<file path="src/rtl/oc_ref_gen.sv">
module oc_ref_gen #(
  parameter int CNT_W = 16
) (
  input  logic             clk,
  input  logic             rst_n,
  input  logic [CNT_W-1:0] cnt,
  input  logic             cnt_down,
  input  logic             match_qual,
  input  logic             upd_evt,
  input  logic             cmp_wr,
  input  logic [CNT_W-1:0] cmp_wdata,
  input  logic [2:0]       mode,
  input  logic             preload_en,
  input  logic             clear_en,
  input  logic             ext_clr,
  input  logic             flag_clr,
  output logic             oc_ref,
  output logic             match_flag
);

  typedef enum logic [2:0] {
    M_FROZEN = 3'd0, M_SET = 3'd1, M_CLR = 3'd2, M_TOGGLE = 3'd3,
    M_LOW = 3'd4, M_HIGH = 3'd5, M_PWM = 3'd6, M_PWM_N = 3'd7
  } ref_mode_e;

  logic [CNT_W-1:0] cmp_act, cmp_buf;
  logic             clr_hold;
  logic             hit, below, clr_now, ref_nxt;

  assign hit     = (cnt == cmp_act);
  assign below   = cnt_down ? (cnt <= cmp_act) : (cnt < cmp_act);
  assign clr_now = clear_en & (ext_clr | clr_hold);

  always_comb begin
    ref_nxt = oc_ref;
    case (ref_mode_e'(mode))
      M_SET:    if (hit) ref_nxt = 1'b1;
      M_CLR:    if (hit) ref_nxt = 1'b0;
      M_TOGGLE: if (hit) ref_nxt = ~oc_ref;
      M_LOW:    ref_nxt = 1'b0;
      M_HIGH:   ref_nxt = 1'b1;
      M_PWM:    ref_nxt = below;
      M_PWM_N:  ref_nxt = ~below;
      default:  ref_nxt = oc_ref;
    endcase
    if (clr_now) ref_nxt = 1'b0;
  end

  always_ff @(posedge clk or negedge rst_n) begin
    if (!rst_n) begin
      cmp_act <= '0;
      cmp_buf <= '0;
    end else begin
      if (cmp_wr) cmp_buf <= cmp_wdata;
      if (cmp_wr && !preload_en) cmp_act <= cmp_wdata;
      else if (upd_evt)          cmp_act <= cmp_buf;
    end
  end

  always_ff @(posedge clk or negedge rst_n) begin
    if (!rst_n) begin
      clr_hold   <= 1'b0;
      oc_ref     <= 1'b0;
      match_flag <= 1'b0;
    end else begin
      if (clear_en && ext_clr) clr_hold <= 1'b1;
      else if (upd_evt)        clr_hold <= 1'b0;
      oc_ref <= ref_nxt;
      if (hit && match_qual) match_flag <= 1'b1;
      else if (flag_clr)     match_flag <= 1'b0;
    end
  end

endmodule

</file>
<file path="config.mk">
export PLATFORM = sky130hd
export DESIGN_NAME = oc_ref_gen
export DESIGN_NICKNAME = d
export VERILOG_FILES = /design/src/rtl/oc_ref_gen.sv
export SDC_FILE = /design/constraint.sdc
export NUM_CORES = 1
export LEC_CHECK = 0
export BUFFER_PORTS_ARGS = -buffer_cell sky130_fd_sc_hd__buf_2
export CAP_MARGIN = 20
export CORE_MARGIN = 2
export CORE_UTILIZATION = 35
export DETAILED_ROUTE_END_ITERATION = 10
export PLACE_DENSITY = 0.64
export RECOVER_POWER = 50
export SYNTH_ARGS = -nofsm -noshare
export SYNTH_HDL_FRONTEND = slang
export SYNTH_SLANG_ARGS = --single-unit
</file>
<file path="constraint.sdc">
create_clock -name clk -period 2.3 [get_ports clk]
set_clock_uncertainty 0.2 [all_clocks]
set_input_delay 0.46 -clock clk [delete_from_list [all_inputs] [get_ports clk]]
set_output_delay 0.46 -clock clk [all_outputs]
set_load 0.01 [all_outputs]
</file>
==> flow_summary.json <==
{
  "crit_type": "register to register",
  "n_antenna_cell": 0,
  "synth_area_per_cell_um2": 10.6,
  "synth_cell_types": 29,
  "cp.arrival_ps": 2120,
  "cts_buffer_depth": 2,
  "final_cells": 309,
  "synthCells": 184,
  "synth_warnings": 0,
  "grt_max_degree": 33,
  "rsz0062_at_grt": "false",
  "slew_headroom_pct": 13.0,
  "hold-path-cell-count": 2,
  "first_pass_iters": 4,
  "min_path_type": "input port to register",
  "routed_wl_um": 3790,
  "die_x_um": 78.8,
  "ff2ff_path_depth": 7,
  "final_area_um2": 2370,
  "p_per_area_nw_per_um2": 618,
  "cts_buffers": 5,
  "dp_cells": 300,
  "seq_area_frac_synth_pct": 44.8,
  "grt_pass1_wl_um": 6420,
  "ios": 47,
  "io_buffers": 46,
  "end_kind": "register",
  "clock_sink_count": 35,
  "overflow": 0,
  "vdd_drop_max_v": 0.000330,
  "p_leak_uw": 0.00117,
  "globalplace.congestion": 0.763,
  "routedWlPerCell_um": 12.3,
  "core_area_um2": 5440,
  "synthesis.area_um2": 1960,
  "drc_errors": 0,
  "detail-route-antenna-nets": 0,
  "critPathMaxFanout": 4,
  "whs_ps": 177,
  "dpl-instance-area_um2": 2290,
  "period_needed_ps": 2120,
  "critPathMaxStageDelay_ps": 360,
  "ys_seq_elements": 35,
  "root_buffer": "clkbuf_8",
  "worstMarginPinSlew_ps": 1300,
  "track_usage_pct": 13.3,
  "rows": 27,
  "fin_nets": 297,
  "htree_num_levels": 2,
  "grt_pass1_vias": 1448,
  "status": "finished, final reports clean",
  "crit_path_top_delay_cell": "dfrtp_1",
  "crit_chain": "inv_1 -> ha_1 -> nand4_2 -> nor2_1 -> a221o_1 -> or3_1 -> a221oi_2",
  "final_hold_viol_count": 0,
  "post_cts.repair.setup_buffers": 0,
  "vias": 1440,
  "syn_to_final_growth_pct": 21.4,
  "first_iter_violations": 66,
  "antenna_found_initial": 0,
  "post_route_cells_drive_above_1_share_pct": 32.1,
  "power_uw": 1470,
  "clock_latency_ps": 280,
  "cp.required_ps": 2290,
  "slew_viol_final": 0,
  "clkTransAtPathRegs_ps": 70,
  "fmax_ghz": 0.471,
  "die_y_um": 78.8,
  "hpwl_um": 2890,
  "dieArea_um2": 6200,
  "maxCapViolations": 0,
  "initial_utilization_pct": 36.0,
  "setup_viol_count_final": 0,
  "start_kind": "register",
  "cts_tree": "done",
  "finalCritPeriodShare_pct": 92.4,
  "vias_per_cell": 4.66,
  "synthesis.nets": 245
}
==> power by group <==
| group | leakage (uW) | switching (uW) | internal, uW | total [uW] |
|---|---|---|---|---|
| logic | 0.000714 | 164 | 158 | 322 |
| clock network | 0.0000422 | 207 | 212 | 419 |
| registers | 0.000419 | 38.1 | 688 | 726 |
==> registers in the layout, indices dropped and copies added, names as in the netlist <==
| register | flops |
|---|---|
| cmp_act | 16 |
| cmp_buf | 16 |
| clr_hold | 1 |
| match_flag | 1 |
| oc_ref | 1 |
==> logic make-up (layout without fill, tap and decap cells) <==
kind of cell / after synthesis / after routing / synth area share, %
simple gates: 35 / 35 / 9.60
fa+ha+maj: 16 / 16 / 10.2
flops: 35 / 35 / 44.8
mux: 32 / 32 / 17.4
buf+inv: 27 / 80 / 5.37
compound gates: 38 / 38 / 12.2
xor+xnor: 1 / 1 / 0.448
==> critical path: cells and delay by family, from the launching register on <==
kind | cells | cell delay [ps]
AOI/OAI and AO/OA | 2 | 560
adders and majority gates | 1 | 310
buffers and inverters | 1 | 50
DFF | 1 | 360
and+or+nand+nor | 3 | 580
==> cell usage after synthesis <==
cell / instances / share of area [%]
a2111oi_1: 1 / 0.51
a21bo_1: 1 / 0.51
a21o_1: 1 / 0.38
a21oi_1: 5 / 1.3
a21oi_2: 1 / 0.45
a221o_1: 1 / 0.51
a221oi_2: 1 / 0.77
buf_2: 3 / 0.77
clkbuf_1: 4 / 0.77
dfrtp_1: 35 / 45
ha_1: 16 / 10
inv_1: 20 / 3.8
mux2_2: 16 / 9.2
mux2i_1: 16 / 8.2
nand2_1: 22 / 4.2
nand3_1: 1 / 0.26
nand4_1: 3 / 0.96
nand4_2: 2 / 1.3
nor2_1: 1 / 0.19
nor2b_1: 4 / 1.3
nor4_4: 1 / 1.1
o2111ai_1: 1 / 0.45
o211ai_1: 2 / 0.77
o21a_1: 1 / 0.38
o21ai_0: 20 / 5.1
o21ai_1: 1 / 0.26
o31ai_1: 2 / 0.77
or3_1: 1 / 0.32
xnor2_1: 1 / 0.45
==> placed cells by master (no fill, tap or decap), drive strengths merged, types with 2 or more instances in the layout <==
cell type / instances
dfrtp: 35
nor2b: 4
buf: 47
mux2i: 16
clkbuf: 11
ha: 16
nand2: 22
o31ai: 2
o21ai: 21
mux2: 16
inv: 20
a21oi: 6
nand4: 5
o211ai: 2
==> timing repair <==
item                                   CTS  global route
endpoints found under the hold margin   20             0
setup endpoints to repair                0             1
hold buffers                             1             0
gates resized for setup                  0             1
==> worst paths after layout <==
| path | from | endpoint | slack (ps) |
|---|---|---|---|
| max | cmp_act[14]$_DFFE_PN0P_ | oc_ref$_DFFE_PN0P_ | 180 |
| min | flag_clr | match_flag$_DFFE_PN0P_ | 180 |
| min in group asynchronous | rst_n | cmp_act[8]$_DFFE_PN0P_ | 730 |
| max reg2reg | cmp_act[14]$_DFFE_PN0P_ | oc_ref$_DFFE_PN0P_ | 180 |
| max in group asynchronous | rst_n | cmp_buf[14]$_DFFE_PN0P_ | 420 |
| min reg2reg | cmp_buf[0]$_DFFE_PN0P_ | cmp_buf[0]$_DFFE_PN0P_ | 310 |
==> per-stage QoR <==
stage	setup TNS (ps)	setup WS [ps]	utilization [%]
2_1_floorplan	0	166	-
3_3_place_gp	-7.71	-7.71	42.0
3_5_place_dp	-41.4	-41.4	42.0
4_1_cts	0	160	43.7
5_1_grt	0	36.0	43.7
6_report	0	176	43.7
==> layout make-up <==
cell class              count  area, um^2
fillers                   554        3060
multi-input cells         122         982
flip-flops and latches     35         876
repair buffers             52         270
well taps                  72        90.1
clock buffers               7        76.3
inverters                  20        75.1
clock inverters             1        5.00
==> routing by layer <==
layer	wire length, um	vias up	track usage [%]
met3	165	2	3.86
met5	0	-	0
met1	1800	668	16.8
met4	22	0	3.16
li1	-	745	-
met2	1800	25	22.3
Power figures use the tool's default switching activity.
